File: src/rtl/a20_gate_pkg.sv
package a20_gate_pkg;

  typedef enum logic [1:0] {
    SEQ_IDLE   = 2'd0,
    SEQ_ARMED  = 2'd1,
    SEQ_CLOSED = 2'd2
  } seq_state_t;

  // Classification of one host write strobe
  typedef struct packed {
    logic arm;     // command equal to the arming code
    logic fin;     // command equal to the closing code
    logic other;   // any other command
    logic data;    // data write
  } wr_class_t;

endpackage

File: src/rtl/a20_enable_ctl.sv
module a20_enable_ctl (
  input  logic clk,
  input  logic rst_n,
  input  logic en_pulse,
  output logic en_q
);

  always_ff @(posedge clk) begin
    if (!rst_n)        en_q <= 1'b0;
    else if (en_pulse) en_q <= 1'b1;
  end

  AST_ENABLE_STICKY: assert property (@(posedge clk) disable iff (!rst_n)
    en_q |=> en_q);

  AST_ENABLE_TAKES: assert property (@(posedge clk) disable iff (!rst_n)
    en_pulse |=> en_q);

endmodule

File: src/rtl/a20_cmd_classify.sv
module a20_cmd_classify
  import a20_gate_pkg::*;
#(
  parameter int          DATA_W  = 8,
  parameter logic [7:0]  ARM_CMD = 8'hD1,
  parameter logic [7:0]  FIN_CMD = 8'hFF
) (
  input  logic              wr,
  input  logic              a0,
  input  logic [DATA_W-1:0] din,
  output wr_class_t         cls
);

  localparam logic [DATA_W-1:0] ARM_CODE = DATA_W'(ARM_CMD);
  localparam logic [DATA_W-1:0] FIN_CODE = DATA_W'(FIN_CMD);

  logic is_cmd;
  logic hit_arm;
  logic hit_fin;

  always_comb begin
    is_cmd    = wr && a0;
    hit_arm   = (din == ARM_CODE);
    hit_fin   = (din == FIN_CODE);
    cls.arm   = is_cmd && hit_arm;
    cls.fin   = is_cmd && hit_fin && !hit_arm;
    cls.other = is_cmd && !hit_arm && !hit_fin;
    cls.data  = wr && !a0;
  end

endmodule

File: src/rtl/a20_seq_fsm.sv
module a20_seq_fsm
  import a20_gate_pkg::*;
(
  input  logic      clk,
  input  logic      rst_n,
  input  logic      en_q,
  input  wr_class_t cls,
  output logic      apply,
  output logic      ibf_suppress
);

  seq_state_t state_q;
  seq_state_t state_d;

  always_comb begin
    state_d = state_q;
    if (!en_q) begin
      state_d = SEQ_IDLE;
    end else begin
      unique case (state_q)
        SEQ_IDLE: begin
          if (cls.arm) state_d = SEQ_ARMED;
        end
        SEQ_ARMED: begin
          if (cls.arm)                   state_d = SEQ_ARMED;
          else if (cls.data)             state_d = SEQ_CLOSED;
          else if (cls.other || cls.fin) state_d = SEQ_IDLE;
        end
        SEQ_CLOSED: begin
          if (cls.arm)                              state_d = SEQ_ARMED;
          else if (cls.data || cls.other || cls.fin) state_d = SEQ_IDLE;
        end
        default: state_d = SEQ_IDLE;
      endcase
    end
  end

  always_ff @(posedge clk) begin
    if (!rst_n) state_q <= SEQ_IDLE;
    else        state_q <= state_d;
  end

  always_comb begin
    apply        = en_q && (state_q == SEQ_ARMED) && cls.data;
    ibf_suppress = en_q && (cls.arm || apply ||
                            ((state_q == SEQ_CLOSED) && cls.fin));
  end

  AST_ARM_SUPPRESSED: assert property (@(posedge clk) disable iff (!rst_n)
    (en_q && cls.arm) |-> ibf_suppress);

  AST_ARM_HOLDS: assert property (@(posedge clk) disable iff (!rst_n)
    (en_q && cls.arm) |=> (state_q == SEQ_ARMED));

  AST_CANCEL_DISARMS: assert property (@(posedge clk) disable iff (!rst_n)
    (state_q == SEQ_ARMED && cls.other) |=> (state_q == SEQ_IDLE));

  AST_OFF_NO_SUPPRESS: assert property (@(posedge clk) disable iff (!rst_n)
    !en_q |-> !ibf_suppress);

  AST_OTHER_NEVER_SUPPRESSED: assert property (@(posedge clk) disable iff (!rst_n)
    cls.other |-> !ibf_suppress);

endmodule

File: src/rtl/a20_gate_reg.sv
module a20_gate_reg (
  input  logic clk,
  input  logic rst_n,
  input  logic apply,
  input  logic gate_bit,
  output logic a20_q
);

  always_ff @(posedge clk) begin
    if (!rst_n)     a20_q <= 1'b0;
    else if (apply) a20_q <= gate_bit;
  end

  AST_A20_HOLDS: assert property (@(posedge clk) disable iff (!rst_n)
    !apply |=> $stable(a20_q));

  AST_A20_COPIES_BIT: assert property (@(posedge clk) disable iff (!rst_n)
    apply |=> (a20_q == $past(gate_bit)));

endmodule

File: src/rtl/a20_gate_seq.sv
module a20_gate_seq
  import a20_gate_pkg::*;
#(
  parameter int         DATA_W   = 8,
  parameter int         GATE_BIT = 1,
  parameter logic [7:0] ARM_CMD  = 8'hD1,
  parameter logic [7:0] FIN_CMD  = 8'hFF
) (
  input  logic              clk,
  input  logic              rst_n,
  input  logic              gate_en_pulse,
  input  logic              host_wr,
  input  logic              host_a0,
  input  logic [DATA_W-1:0] host_din,
  output logic              a20_out,
  output logic              a20_oe,
  output logic              ibf_suppress
);

  localparam int GATE_IDX = (GATE_BIT < DATA_W) ? GATE_BIT : 0;

  logic      en_q;
  logic      apply;
  wr_class_t cls;

  a20_enable_ctl u_enable (
    .clk      (clk),
    .rst_n    (rst_n),
    .en_pulse (gate_en_pulse),
    .en_q     (en_q)
  );

  a20_cmd_classify #(
    .DATA_W  (DATA_W),
    .ARM_CMD (ARM_CMD),
    .FIN_CMD (FIN_CMD)
  ) u_classify (
    .wr  (host_wr),
    .a0  (host_a0),
    .din (host_din),
    .cls (cls)
  );

  a20_seq_fsm u_fsm (
    .clk          (clk),
    .rst_n        (rst_n),
    .en_q         (en_q),
    .cls          (cls),
    .apply        (apply),
    .ibf_suppress (ibf_suppress)
  );

  a20_gate_reg u_gate (
    .clk      (clk),
    .rst_n    (rst_n),
    .apply    (apply),
    .gate_bit (host_din[GATE_IDX]),
    .a20_q    (a20_out)
  );

  assign a20_oe = en_q;

  AST_OFF_A20_LOW: assert property (@(posedge clk) disable iff (!rst_n)
    !a20_oe |-> !a20_out);

endmodule

File: config.mk
export PLATFORM = sky130hd
export DESIGN_NAME = a20_gate_seq
export DESIGN_NICKNAME = d
export VERILOG_FILES = /design/src/rtl/a20_gate_pkg.sv /design/src/rtl/a20_enable_ctl.sv /design/src/rtl/a20_cmd_classify.sv /design/src/rtl/a20_seq_fsm.sv /design/src/rtl/a20_gate_reg.sv /design/src/rtl/a20_gate_seq.sv
export SDC_FILE = /design/constraint.sdc
export NUM_CORES = 1
export LEC_CHECK = 0
export BUFFER_PORTS_ARGS = -buffer_cell sky130_fd_sc_hd__buf_2
export CAP_MARGIN = 15
export CELL_PAD_IN_SITES_DETAIL_PLACEMENT = 0
export CELL_PAD_IN_SITES_GLOBAL_PLACEMENT = 2
export CORE_AREA = 2 2 39 41
export CTS_CLUSTER_DIAMETER = 200
export DETAILED_ROUTE_END_ITERATION = 8
export DIE_AREA = 0 0 41 43
export PLACE_DENSITY_LB_ADDON = 0.1
export SLEW_MARGIN = 10
export SYNTH_ARGS = -nofsm -noshare
export SYNTH_HDL_FRONTEND = slang
export SYNTH_SLANG_ARGS = --single-unit
File: constraint.sdc
create_clock -name clk -period 2.3 [get_ports clk]
set_input_delay 0.23 -clock clk [delete_from_list [all_inputs] [get_ports clk]]
set_output_delay 0.23 -clock clk [all_outputs]
set_load 0.02 [all_outputs]
Word-level counts from Yosys, hierarchy flattened
Cells that the tools add are included.
{ "classes": {"reduce_logical": 22, "mux": 7, "bitwise": 0, "addsub": 0, "shifts": 0, "div": 0, "multipliers": 0, "n_eq_ne": 7, "order_cmp": 0} }
{ "op_table": {"columns": ["cell", "count"], "rows": [
  ["8-bit == test, second input constant", 2],
  ["2-bit 2-to-1 mux", 6],
  ["1-bit logical AND", 11],
  ["2-bit case mux with 3 select lines", 1],
  ["1-bit logical OR", 5],
  ["4-bit by 1-bit != test with 1-bit output, second input constant", 1],
  ["1-bit zero test", 3],
  ["3-bit by 1-bit != test with 1-bit output, second input constant", 1],
  ["3-bit AND reduction", 1],
  ["2-bit by 1-bit == test with 1-bit output, second input constant", 1],
  ["2-bit == test, second input constant", 1],
  ["2-bit zero test", 1],
  ["2-bit by 1-bit != test with 1-bit output, second input constant", 1],
  ["2-bit AND reduction", 1]
]} }
{ "word_totals": {"output_inout_bits": 3, "input_bits": 13, "mem_bits_rw": 0, "latch_bits": 0, "word_cells": 39, "n_memories": 0, "reg_bits": 4, "rom_bits": 0} }

Logic depth before layout (Yosys ltp)
{ "depth": {"word_depth": 9, "ltp_mapped": 3, "depth_no_buf": 3} }

By module
Synthesis repeated with hierarchy kept, for this count alone.
{ "hier_totals": {"hier_cells": 28, "hier_area_um2": 260.2} }
{ "by_module_without_submodules": {"columns": ["module", "n_inst", "area_each_um2", "cells_per_inst"], "rows": [
  ["a20_seq_fsm", 1, 136.4, 13],
  ["a20_cmd_classify", 1, 60.1, 10],
  ["a20_gate_reg", 1, 36.3, 3],
  ["a20_enable_ctl", 1, 27.5, 2]
]} }

Worst setup path after synthesis
Ideal clock, no wire load.
{ "synth_path": {"path_type": "input -> output", "start": "in host_din[1]", "end": "out ibf_suppress", "stages": 3, "arrival_ns": 1.115, "setup_slack_ns": 0.955, "required_ns": 2.070, "n_path_buf": 0, "cell_sequence": "or4_4 o211ai_1 and3_1"} }
{ "synth_between": {"elab_chain_cells": 6, "elab_cells_between_ends": 10, "classes_between": "eq/ne (2); reduce/logical (8)"} }
{ "synth_rtl": {"columns": ["item", "line_no", "rtl"], "rows": [
  ["from (decl)", "a20_gate_seq.sv:14", "input logic [DATA_W-1:0] host_din,"],
  ["8-bit == test (on tied branches)", "a20_cmd_classify.sv:24, a20_cmd_classify.sv:23", null],
  ["1-bit logical AND / 1-bit zero test (equally long branches)", "a20_cmd_classify.sv:26", "cls.fin = is_cmd && hit_fin && !hit_arm;"],
  ["1-bit logical AND", "a20_cmd_classify.sv:26", null],
  ["1-bit logical AND", "a20_seq_fsm.sv:46", "((state_q == SEQ_CLOSED) && cls.fin));"],
  ["1-bit logical OR (*)", "a20_seq_fsm.sv:45", "ibf_suppress = en_q && (cls.arm || apply ||"],
  ["1-bit logical AND (*)", "a20_seq_fsm.sv:45", null],
  ["to (decl)", "a20_gate_seq.sv:17", "output logic ibf_suppress"]
]} }
Every way passes the cells marked *; elsewhere a longest branch is shown, timed or not.

Worst setup path after layout
Same ends and word-level chain as after synthesis.

==> impl_metrics.ini <==
[timing]
skew_ns = 0.000764
setup_viol = 0
max-slew-margin-rel = 0.802
rsz0062_at_grt = false
post-route-period-util = 0.662
finalSetupTns_ns = 0
timing.fmax_mhz = 657
finalCriticalPeriod_ns = 1.52
final_hold_viol_count = 0
worst_pin_slew_ns = 0.294
report.final.slew_viol_count = 0

[power_and_ir_drop]
power_mw = 0.178
leakage_nw = 0.159
p_per_area_nw_per_um2 = 497
vdd_drop_max_uv = 200

[global_route]
grt_max_degree = 10
grt-ovfl-total = 0
antenna_found_initial = 0
grt_pass1_vias = 243
grt_pass1_wl_um = 917
grt_use_total = 0.0802

[worst_setup_path]
critPathKind = in -> out
r2r-start = u_enable.en_q
reg2reg_depth = 3
start_kind = input pin
critPathMaxFanout = 3
cp.arrival_ns = 1.29
crit_required_ns = 2.07
crit_start = host_din[1]
endpoint_kind = output port

[final_layout]
drive_above_1_share = 0.435
antenna_cells = 0
fin_area_um2 = 358
nNetsFinal = 61
areaGrowthSynthToFinish_pct = 49.0

[clock_tree]
ctsRootBufferMaster = clkbuf_4
cts_tree = built
cts_max_level = 1
cts_buffers = 3
clock_latency_ns = 0.23
cts_buffer_depth = 2
clkTransAtPathRegs_ns = 0.03
cts_setup_buffers = 0
cts.sinks = 4
hold_buffers = 0
cts_resized = 0

[synthesis]
synth_cell_type_count = 18
synth_seq_cells = 4
synth-simple-area-share = 0.438
synth_mux_area_frac = 0
ys.warnings.count = 0
synth_nets = 41
synth_top_family_by_area = simple AND/OR/NAND/NOR gates
syn_area_um2 = 240
synthXorXnorAreaFrac = 0
synth_cells = 28
synth_seq_area_share = 0.333
synth_compound_area_frac = 0.198
yosys.area_share.adder = 0
avgSynthCellArea_um2 = 8.58

[floorplan]
dieArea_um2 = 1760
rows = 14
die_y_um = 43
io_pins = 16
die_x_um = 41
initial_core_util = 0.174
core_um2 = 1380

[route]
dr.first_iter.drc_count = 8
vias = 285
first_pass_iters = 4
post-route-drc-count = 0
vias_per_cell = 4.60
antenna_left = 0
drt_wl_total_um = 607
wire_per_inst_um = 9.79

[outcome]
status = completed

[placed_design]
gp_congestion = 0.716
post_dp_cell_area_um2 = 335
numPortBuffers = 15
dp_hpwl_um = 518

[worst_hold_path]
hold_depth = 3
hold_path.class = in -> reg
hold_start = gate_en_pulse

[job]
maxCapViolations = 0
[cell type report]
class / count / area (µm²)
tap: 16 / 20.0
fill: 152 / 1030
clock buffer: 3 / 22.5
inverter: 2 / 7.51
timing repair buffer: 15 / 75.1
multi-input combinational: 22 / 153
sequential: 4 / 80.1
[cell usage after synthesis]
cell type	number	area share
dfxtp_1	4	0.33
o21ai_0	3	0.062
and3_1	2	0.052
inv_1	2	0.031
nand4_1	2	0.052
nand4b_1	2	0.073
nor2_1	2	0.031
a2111o_1	1	0.047
a21oi_1	1	0.021
nand2_1	1	0.016
nand2b_1	1	0.026
nand3_1	1	0.021
nand3b_1	1	0.031
nand4bb_1	1	0.047
nor4bb_1	1	0.042
o211ai_1	1	0.031
o21ai_2	1	0.036
or4_4	1	0.047
[logic make-up after synthesis]
group,Yosys count
compound gates,7
buf+inv,2
simple gates,15
flops,4
[cell usage in the layout, fill, tap and decap left out, drive strengths merged]
cell,n
dfxtp,4
buf,15
and3,2
clkbuf,3
a21oi,1
inv,2
o211ai,1
nand3,1
nand2,1
o21ai,4
or4,1
nand4bb,1
nand2b,1
nand4,2
nand3b,1
nand4b,2
nor2,2
nor4bb,1
a2111o,1
[sequential cells by signal, summed over array words and instances (netlist names)]
name           count
u_fsm.state_q      2
u_enable.en_q      1
u_gate.a20_q       1
[through the flow]
step	worst slack, ns	util	instances	hold WS [ns]
CTS	0.766	0.259	62	0.203
floorplan	0.955	-	28	0.317
finish	0.777	0.259	62	0.208
detailed placement	0.767	0.242	59	0.446
global placement	0.774	0.242	59	0.433
global route	0.693	0.259	62	0.210
[layer usage]
metal,global-route usage,vias up,part of all wire
met1,0.0990,125,0.43
met3,0.0157,0,0.071
met5,0,-,0
met4,0.0800,0,0
li1,-,151,-
met2,0.106,9,0.49
[critical path: stages]
cell and delay, ns:
buf_2 0.11, or4_4 0.53, o211ai_1 0.10, and3_1 0.16
buf_2 0.16
[final timing paths]
check	end	slack, ns
setup / recovery	ibf_suppress	0.78
hold / removal	u_enable.en_q	0.21
setup reg to reg	u_fsm.state_q[0]	1.18
hold reg to reg	u_gate.a20_q	0.47
[power by group]
part           switching [mW]  internal (mW)
Clock                  0.0240         0.0580
Combinational          0.0108         0.0113
Sequential            0.00262         0.0711
No activity file was read; power rests on OpenSTA's default activity.
